**src/rtl/dss_pkg.sv**
```systemverilog
package dss_pkg;

  // Per-cycle commands from the control module to the datapath
  typedef struct packed {
    logic wrEn;      // kept result to be written
    logic wrChan;    // channel tag of that result
    logic loadHdr;   // start a header frame
    logic loadData;  // start a data frame and pop the head entry
    logic shift;     // advance the frame in progress by one bit
  } dss_strobe_t;

  // Header byte is {HDR_PREFIX, channel}: 0xA0 or 0xA1
  localparam logic [6:0] HDR_PREFIX = 7'h50;

endpackage

```
**src/rtl/dss_ctrl.sv**
```systemverilog
module dss_ctrl
  import dss_pkg::*;
#(
  parameter int SETTLE_COUNT = 3,
  parameter int KEEP_COUNT   = 16
) (
  input  logic        clk,
  input  logic        rstN,
  input  logic        convStrobe,
  input  logic        captureEn,
  input  logic        baudTick,
  input  logic        bufEmpty,
  input  logic        headChan,
  input  logic        frameFree,
  input  logic        busy,
  output logic        muxSel,
  output dss_strobe_t str
);

  localparam int KW = $clog2(KEEP_COUNT + 1);

  logic          accept;
  logic          settled;
  logic          switchNow;
  logic [KW-1:0] keepCnt;
  logic          lastChan;
  logic          lastValid;
  logic          needHdr;

  assign accept    = convStrobe && captureEn;
  assign switchNow = accept && settled && (keepCnt == KW'(KEEP_COUNT - 1));

  // Settling discard counter, present only when discards are configured
  if (SETTLE_COUNT > 0) begin : g_settle
    localparam int SW = $clog2(SETTLE_COUNT + 1);
    logic [SW-1:0] settleCnt;

    always_ff @(posedge clk) begin
      if (!rstN)                   settleCnt <= '0;
      else if (switchNow)          settleCnt <= '0;
      else if (accept && !settled) settleCnt <= settleCnt + 1'b1;
    end
    assign settled = (settleCnt == SW'(SETTLE_COUNT));

    // the strobe after a switch is never written
    p_settle_gap_r2: assert property (@(posedge clk) disable iff (!rstN)
      switchNow |=> !str.wrEn);
  end else begin : g_nosettle
    assign settled = 1'b1;
  end

  always_ff @(posedge clk) begin
    if (!rstN) begin
      keepCnt <= '0;
      muxSel  <= 1'b0;
    end else if (switchNow) begin
      keepCnt <= '0;
      muxSel  <= ~muxSel;
    end else if (accept && settled) begin
      keepCnt <= keepCnt + 1'b1;
    end
  end

  // Transmit scheduling: header whenever the channel differs from the last one sent
  assign needHdr = !lastValid || (headChan != lastChan);

  always_comb begin
    str        = '0;
    str.wrEn   = accept && settled;
    str.wrChan = muxSel;
    if (baudTick) begin
      if (frameFree && !bufEmpty) begin
        if (needHdr) str.loadHdr  = 1'b1;
        else         str.loadData = 1'b1;
      end else if (busy) begin
        str.shift = 1'b1;
      end
    end
  end

  always_ff @(posedge clk) begin
    if (!rstN) begin
      lastChan  <= 1'b0;
      lastValid <= 1'b0;
    end else if (str.loadHdr) begin
      lastChan  <= headChan;
      lastValid <= 1'b1;
    end
  end

  // select moves only on an accepted strobe
  p_sel_holds_r1: assert property (@(posedge clk) disable iff (!rstN)
    !accept |=> $stable(muxSel));
  // no write while capture is off
  p_off_no_write_r7: assert property (@(posedge clk) disable iff (!rstN)
    !captureEn |-> !str.wrEn);
  // serial activity only on tick cycles
  p_tick_gates_tx_r8: assert property (@(posedge clk) disable iff (!rstN)
    (str.loadHdr || str.loadData || str.shift) |-> baudTick);
  // at most one frame kind started per cycle
  p_one_load_r6: assert property (@(posedge clk) disable iff (!rstN)
    $onehot0({str.loadHdr, str.loadData}));

endmodule

```
**src/rtl/dss_burst_fifo.sv**
```systemverilog
module dss_burst_fifo #(
  parameter int DATA_W = 8,
  parameter int DEPTH  = 32
) (
  input  logic              clk,
  input  logic              rstN,
  input  logic              wrReq,
  input  logic              wrChan,
  input  logic [DATA_W-1:0] wrData,
  input  logic              rdPop,
  input  logic              ovfClear,
  output logic              headChan,
  output logic [DATA_W-1:0] headData,
  output logic              empty,
  output logic              full,
  output logic              overflow
);

  localparam int AW = (DEPTH > 1) ? $clog2(DEPTH) : 1;
  localparam int CW = $clog2(DEPTH + 1);

  logic [DATA_W:0] mem [DEPTH];
  logic [AW-1:0]   wrPtr, rdPtr;
  logic [CW-1:0]   count;
  logic            doWrite, doPop;

  function automatic logic [AW-1:0] nextPtr(input logic [AW-1:0] p);
    return (p == AW'(DEPTH - 1)) ? '0 : p + 1'b1;
  endfunction

  assign empty   = (count == '0);
  assign full    = (count == CW'(DEPTH));
  assign doWrite = wrReq && !full;
  assign doPop   = rdPop && !empty;

  always_ff @(posedge clk) begin
    if (doWrite) mem[wrPtr] <= {wrChan, wrData};
  end

  always_ff @(posedge clk) begin
    if (!rstN) begin
      wrPtr <= '0;
      rdPtr <= '0;
      count <= '0;
    end else begin
      if (doWrite) wrPtr <= nextPtr(wrPtr);
      if (doPop)   rdPtr <= nextPtr(rdPtr);
      case ({doWrite, doPop})
        2'b10:   count <= count + 1'b1;
        2'b01:   count <= count - 1'b1;
        default: count <= count;
      endcase
    end
  end

  // A drop has priority over a clear in the same cycle
  always_ff @(posedge clk) begin
    if (!rstN)              overflow <= 1'b0;
    else if (wrReq && full) overflow <= 1'b1;
    else if (ovfClear)      overflow <= 1'b0;
  end

  assign headChan = mem[rdPtr][DATA_W];
  assign headData = mem[rdPtr][DATA_W-1:0];

  // a drop raises the sticky flag
  p_no_overflow_r3: assert property (@(posedge clk) disable iff (!rstN)
    (wrReq && full) |=> overflow);
  // the flag only falls through a clear
  p_flag_sticky_r3: assert property (@(posedge clk) disable iff (!rstN)
    (overflow && !ovfClear) |=> overflow);
  // control never pops an empty buffer
  p_pop_nonempty_r4: assert property (@(posedge clk) disable iff (!rstN)
    rdPop |-> !empty);

endmodule

```
**src/rtl/dss_serializer.sv**
```systemverilog
module dss_serializer #(
  parameter int DATA_W = 8
) (
  input  logic              clk,
  input  logic              rstN,
  input  logic              load,
  input  logic [DATA_W-1:0] loadByte,
  input  logic              shift,
  output logic              txLine,
  output logic              busy,
  output logic              frameFree
);

  localparam int FB   = DATA_W + 2;
  localparam int CNTW = $clog2(FB);

  logic [FB-1:0]   shReg;
  logic [CNTW-1:0] bitIdx;
  logic            lastBit;

  assign lastBit   = busy && (bitIdx == CNTW'(FB - 1));
  assign frameFree = !busy || lastBit;
  assign txLine    = shReg[0];

  always_ff @(posedge clk) begin
    if (!rstN) begin
      shReg  <= '1;
      busy   <= 1'b0;
      bitIdx <= '0;
    end else if (load) begin
      shReg  <= {1'b1, loadByte, 1'b0};
      busy   <= 1'b1;
      bitIdx <= '0;
    end else if (shift && busy) begin
      if (lastBit) begin
        shReg  <= '1;
        busy   <= 1'b0;
        bitIdx <= '0;
      end else begin
        shReg  <= {1'b1, shReg[FB-1:1]};
        bitIdx <= bitIdx + 1'b1;
      end
    end
  end

  // the line is high whenever no frame is in progress
  p_idle_high_r5: assert property (@(posedge clk) disable iff (!rstN)
    !busy |-> txLine);
  // a frame opens with a low start bit
  p_start_low_r5: assert property (@(posedge clk) disable iff (!rstN)
    load |=> !txLine);
  // no load in the middle of a frame
  p_no_midframe_r8: assert property (@(posedge clk) disable iff (!rstN)
    load |-> frameFree);

endmodule

```
**src/rtl/dss_datapath.sv**
```systemverilog
module dss_datapath
  import dss_pkg::*;
#(
  parameter int DATA_W = 8,
  parameter int DEPTH  = 32
) (
  input  logic              clk,
  input  logic              rstN,
  input  dss_strobe_t       str,
  input  logic [DATA_W-1:0] convData,
  input  logic              ovfClear,
  output logic              headChan,
  output logic              bufEmpty,
  output logic              bufFull,
  output logic              overflow,
  output logic              txLine,
  output logic              busy,
  output logic              frameFree
);

  logic [DATA_W-1:0] headData;
  logic [DATA_W-1:0] frameByte;

  dss_burst_fifo #(.DATA_W(DATA_W), .DEPTH(DEPTH)) i_fifo (
    .clk      (clk),
    .rstN     (rstN),
    .wrReq    (str.wrEn),
    .wrChan   (str.wrChan),
    .wrData   (convData),
    .rdPop    (str.loadData),
    .ovfClear (ovfClear),
    .headChan (headChan),
    .headData (headData),
    .empty    (bufEmpty),
    .full     (bufFull),
    .overflow (overflow)
  );

  assign frameByte = str.loadHdr ? DATA_W'({HDR_PREFIX, headChan}) : headData;

  dss_serializer #(.DATA_W(DATA_W)) i_ser (
    .clk       (clk),
    .rstN      (rstN),
    .load      (str.loadHdr || str.loadData),
    .loadByte  (frameByte),
    .shift     (str.shift),
    .txLine    (txLine),
    .busy      (busy),
    .frameFree (frameFree)
  );

endmodule

```
**src/rtl/dual_sample_streamer.sv**
```systemverilog
module dual_sample_streamer
  import dss_pkg::*;
#(
  parameter int DATA_W       = 8,
  parameter int SETTLE_COUNT = 3,
  parameter int KEEP_COUNT   = 16,
  parameter int DEPTH        = 32
) (
  input  logic              clk,
  input  logic              rstN,
  input  logic              convStrobe,
  input  logic [DATA_W-1:0] convData,
  input  logic              captureEn,
  input  logic              baudTick,
  input  logic              ovfClear,
  output logic              muxSel,
  output logic              txLine,
  output logic              bufEmpty,
  output logic              bufFull,
  output logic              overflow
);

  dss_strobe_t strobe;
  logic        headChan;
  logic        busy;
  logic        frameFree;

  dss_ctrl #(.SETTLE_COUNT(SETTLE_COUNT), .KEEP_COUNT(KEEP_COUNT)) i_ctrl (
    .clk        (clk),
    .rstN       (rstN),
    .convStrobe (convStrobe),
    .captureEn  (captureEn),
    .baudTick   (baudTick),
    .bufEmpty   (bufEmpty),
    .headChan   (headChan),
    .frameFree  (frameFree),
    .busy       (busy),
    .muxSel     (muxSel),
    .str        (strobe)
  );

  dss_datapath #(.DATA_W(DATA_W), .DEPTH(DEPTH)) i_dp (
    .clk       (clk),
    .rstN      (rstN),
    .str       (strobe),
    .convData  (convData),
    .ovfClear  (ovfClear),
    .headChan  (headChan),
    .bufEmpty  (bufEmpty),
    .bufFull   (bufFull),
    .overflow  (overflow),
    .txLine    (txLine),
    .busy      (busy),
    .frameFree (frameFree)
  );

endmodule

```
**config.mk**
```make
export PLATFORM = sky130hd
export DESIGN_NAME = dual_sample_streamer
export DESIGN_NICKNAME = d
export VERILOG_FILES = /design/src/rtl/dss_pkg.sv /design/src/rtl/dss_ctrl.sv /design/src/rtl/dss_burst_fifo.sv /design/src/rtl/dss_serializer.sv /design/src/rtl/dss_datapath.sv /design/src/rtl/dual_sample_streamer.sv
export SDC_FILE = /design/constraint.sdc
export NUM_CORES = 1
export LEC_CHECK = 0
export ABC_AREA = 1
export BUFFER_PORTS_ARGS = -buffer_cell sky130_fd_sc_hd__buf_2
export CAP_MARGIN = 10
export CORE_UTILIZATION = 28
export DETAILED_ROUTE_END_ITERATION = 8
export PLACE_DENSITY = 0.5
export SLEW_MARGIN = 10
export SYNTH_ARGS = -nofsm -noshare
export SYNTH_HDL_FRONTEND = slang
export SYNTH_SLANG_ARGS = --single-unit
```
**constraint.sdc**
```tcl
create_clock -name clk -period 3.16 [get_ports clk]
set_clock_uncertainty 0.05 [all_clocks]
set_input_delay 0.474 -clock clk [delete_from_list [all_inputs] [get_ports clk]]
set_output_delay 0.474 -clock clk [all_outputs]
set_load 0.005 [all_outputs]
```
==> out/summary.txt <==
hold buffer count at cts -> 0
clk buf depth -> 3
r2r worst-path depth -> 21
Sw Share -> 19.54%
startpoint types -> register
initial antenna violation count -> 0
CTS Sinks -> 334
htree depth -> 2
yosys warns -> 0
flop-to-flop setup slack -> 0.25 ns
PwrDens -> 566.5 nW/um^2
clock power share -> 47.2%
Worst Path Class, Setup -> register to register
Mapped Area -> 13,880 sq um
number of enable flip-flop cells after synthesis -> 288
Max Clk Rate -> 343.5 MHz
register area share after synthesis -> 68.94%
Reg clk slew, reported paths -> 0.06 ns
hold_sp -> ovfClear
CTS buffer count -> 36
Slew Limit Fails -> 0
met3 usage -> 1.894%
total number of vias -> 9,201
top post-synthesis cells by area -> edfxtp_1 (62%), nand2_1 (6.8%), dfxtp_1 (6.6%), nand3_1 (5.0%), nor2_1 (3.0%)
slowest CP cell -> dfxtp_4
Nets -> 1,317
clk_lat worst skew -> 0.54 ns
Final setup viols -> 0
fin crit share -> 92.14%
unrepaired setup endpoints after global routing -> no
Design Area, Final -> 16,290 sq um
asr flop ratio synth -> 0%
kind of end point of the critical path -> register
Worst slew margin -> 48.66%
ANT nets after route -> 0
CTS tree -> yes
global-route usage over all layers -> 13.98%
max-cap viol count -> 0
crit path max fanout -> 6
Filler cells -> 4,845
Post-Route WL -> 34.80 mm
post-synth top area cell -> edfxtp_1
detailed-route DRC error count -> 0
reg2reg end -> i_dp.i_fifo.count[4]
status -> finished, final reports clean
required time worst endpoint -> 3.54 ns
global-route wire length before repair -> 53.76 mm
Avg Cell Area, Syn -> 11.42 sq um
Most Crowded Layer GR -> met2
min-delay worst type -> input pin to register
Synth Flop Type -> edfxtp_1
dpl hpwl -> 21.88 mm
Crit. path cell count -> 21
kind of cell adding the most delay to the critical path -> simple AND/OR/NAND/NOR gates
CP max stage delay -> 0.39 ns
layout cells sized above 1 -> 13.13%
I/O pins -> 19
pin count of the biggest net entering global routing -> 41
Tot Pwr -> 9.229 mW
vias in the first global route -> 9,149
IO buf count -> 18
gr ovfl total -> 0
Yosys top cell area share -> 62.30%
most used cell, CP -> nand2_1
Post-Place Cell Area -> 14,990 sq um
Reg power frac -> 51.8%
leak pwr -> 5.809 nW
DRT iter0 DRCs -> 616
Die X -> 224.7 um
Buf+Inv Stages, Crit Path -> 4
CTS Root Cell -> clkbuf_16
first drt pass iteration count -> 6
Syn Inst Count -> 1,215
WP data arrival -> 3.29 ns
wire length per cell -> 17.63 um
post-synthesis cell type count -> 42
Min Clock Period, post-route -> 2.911 ns
Die Y -> 224.7 um
area of the die -> 50,470 sq um
area grow syn2layout -> 17.36%
Synth Register Bits -> 334
hold path endpoint -> i_dp.i_fifo.overflow
std cell rows -> 81
VDD IR max -> 310.8 uV
Final Hold Viols -> 0
post-synth net total -> 1,244
GP Congestion -> 0.8285
Vias/cell -> 4.661
Logic pwr share -> 1.0%
switching pwr -> 1.804 mW
internal power -> 7.426 mW
area of the core -> 48,950 sq um
worst hold stages -> 4
Starting Density -> 28.36%
met1 usage -> 18.29%
crit path cell chain -> buf_4 > buf_4 > nand2_1 > nand3_1 > nand3_1 > nand2_1 > nand2_1 > nand2_1 > nand2_1 > nand3_2 > nand4_2 > inv_2 > ha_4 > xor2_1 > ha_1 > or2_2 > nand3_1 > o211ai_1 > xor2_1 > o21ai_1 > inv_1
M2 GR Usage -> 23.67%
n_diodes -> 0
Tightest Pin Transition -> 0.7701 ns
[final cells by class]
cell class	count	area [sq um]	share of cell area, %
Clock inverter	13	222.7	1.367
Inverter	56	220.2	1.352
Clock buffer	47	992.2	6.091
Sequential cell	334	9574	58.77
Timing Repair Buffer	98	698.2	4.286
Multi-Input combinational cell	762	3752	23.03
Tap cell	664	830.8	5.100
[logic make-up after synthesis]
logic type               share of synthesized area (%)
adder cells (fa/ha/maj)                          1.352
XOR/XNOR                                        0.5048
flip-flops                                       68.94
multiplexers                                   0.08112
buffers and inverters                            4.291
AO/OA/AOI/OAI                                    9.131
AND/OR/NAND/NOR                                  15.70
[through the flow]
stage / setup WS [ns] / hold WS (ns) / cells / TNS, ns / util [%]
6_report: 0.2485 / 0.1486 / 1974 / 0 / 33.28
5_1_grt: 0.01915 / 0.1537 / 1974 / 0 / 33.28
4_1_cts: 0.05948 / 0.1241 / 1968 / 0 / 33.11
3_5_place_dp: -0.01781 / 0.3974 / 1908 / -0.01781 / 30.62
3_3_place_gp: 0.07282 / 0.3962 / 1908 / 0 / 30.62
2_1_floorplan: 0.2806 / 0.3820 / 1215 / 0 / -
[cell usage in the layout, fill, tap and decap left out, drive strengths merged, types with 2 or more instances in the layout]
cell type  synthesis  routed
o211ai            11      11
clkbuf            15      47
edfxtp           288     288
o22ai              3       3
dfxtp             46      46
clkinv             3       9
ha                15      15
o21ai             77      77
nor2             114     114
a211oi             2       2
xor2               6       6
nor3               3       3
a22oi             27      27
inv               53      55
nand3            139     139
o221ai            16      16
nand2            254     254
or2                2       2
buf               48      98
a21oi             83      83
bufinv             0       5
xnor2              2       2
nand4              2       2
[layer usage]
layer  part of all wire [%]  vias up
met5                      0        -
met4                    2.6        0
met3                    3.9       60
met2                     49      191
met1                     45     4481
li1                       -     4469
[state kept, by name (all words and copies together) (netlist names), named ones only]
name and count:
i_ctrl.g_settle.settleCnt 2, i_ctrl.keepCnt 5, i_ctrl.lastChan 1, i_ctrl.lastValid 1
i_ctrl.muxSel 1, i_dp.i_fifo.count 6, i_dp.i_fifo.mem 288, i_dp.i_fifo.overflow 1
i_dp.i_fifo.rdPtr 5, i_dp.i_fifo.wrPtr 5, i_dp.i_ser.bitIdx 4, i_dp.i_ser.busy 1
i_dp.i_ser.shReg 9
[cell usage after synthesis, types with 2 or more instances]
cell and number:
nand2_1 251, buf_6 8, inv_2 3, a21oi_1 83
o22ai_1 3, edfxtp_1 288, buf_2 29, o21ai_1 5
nand2_2 3, nor3_1 3, or2_2 2, inv_1 48
ha_1 15, nand3_1 138, nor2_1 112, o21ai_0 72
o221ai_1 16, xnor2_1 2, dfxtp_1 46, buf_1 2
a211oi_1 2, a22oi_1 27, xor2_1 6, clkbuf_1 14
clkinv_1 3, buf_4 8, o211ai_1 11
[worst min-delay path, delay by kind of cell]
family / cells / cell delay [ns]
buf+inv: 2 / 0.11
simple gates: 1 / 0.05
compound gates: 1 / 0.05
[power by group through the flow]
stage	combinational (mW)	sequential (mW)	clock [mW]
after global placement	0.0994	4.87	0
after detailed placement	0.100	4.87	0
after global routing	0.109	4.78	4.61
after CTS	0.101	4.78	4.47
final	0.0963	4.78	4.35
after floorplan	0.0235	4.88	0
[worst max-delay path by stage]
stage | startpoint | endpoint | slack [ns]
after global placement | register | i_dp.i_fifo.count[5] | 0.07
after detailed placement | register | i_dp.i_fifo.count[5] | -0.02
after global routing | register | i_dp.i_fifo.count[4] | 0.02
final | register | i_dp.i_fifo.count[4] | 0.25
after CTS | register | i_dp.i_fifo.count[5] | 0.06
after floorplan | register | i_dp.i_fifo.count[4] | 0.28
[repair_timing]
action / 4_1_cts / 5_1_grt
endpoints found under the setup margin: 1 / 4
resized for setup: 1 / 11
setup buffers: 0 / 6
pin swaps: 0 / 1
Power figures use the tool's default switching activity.
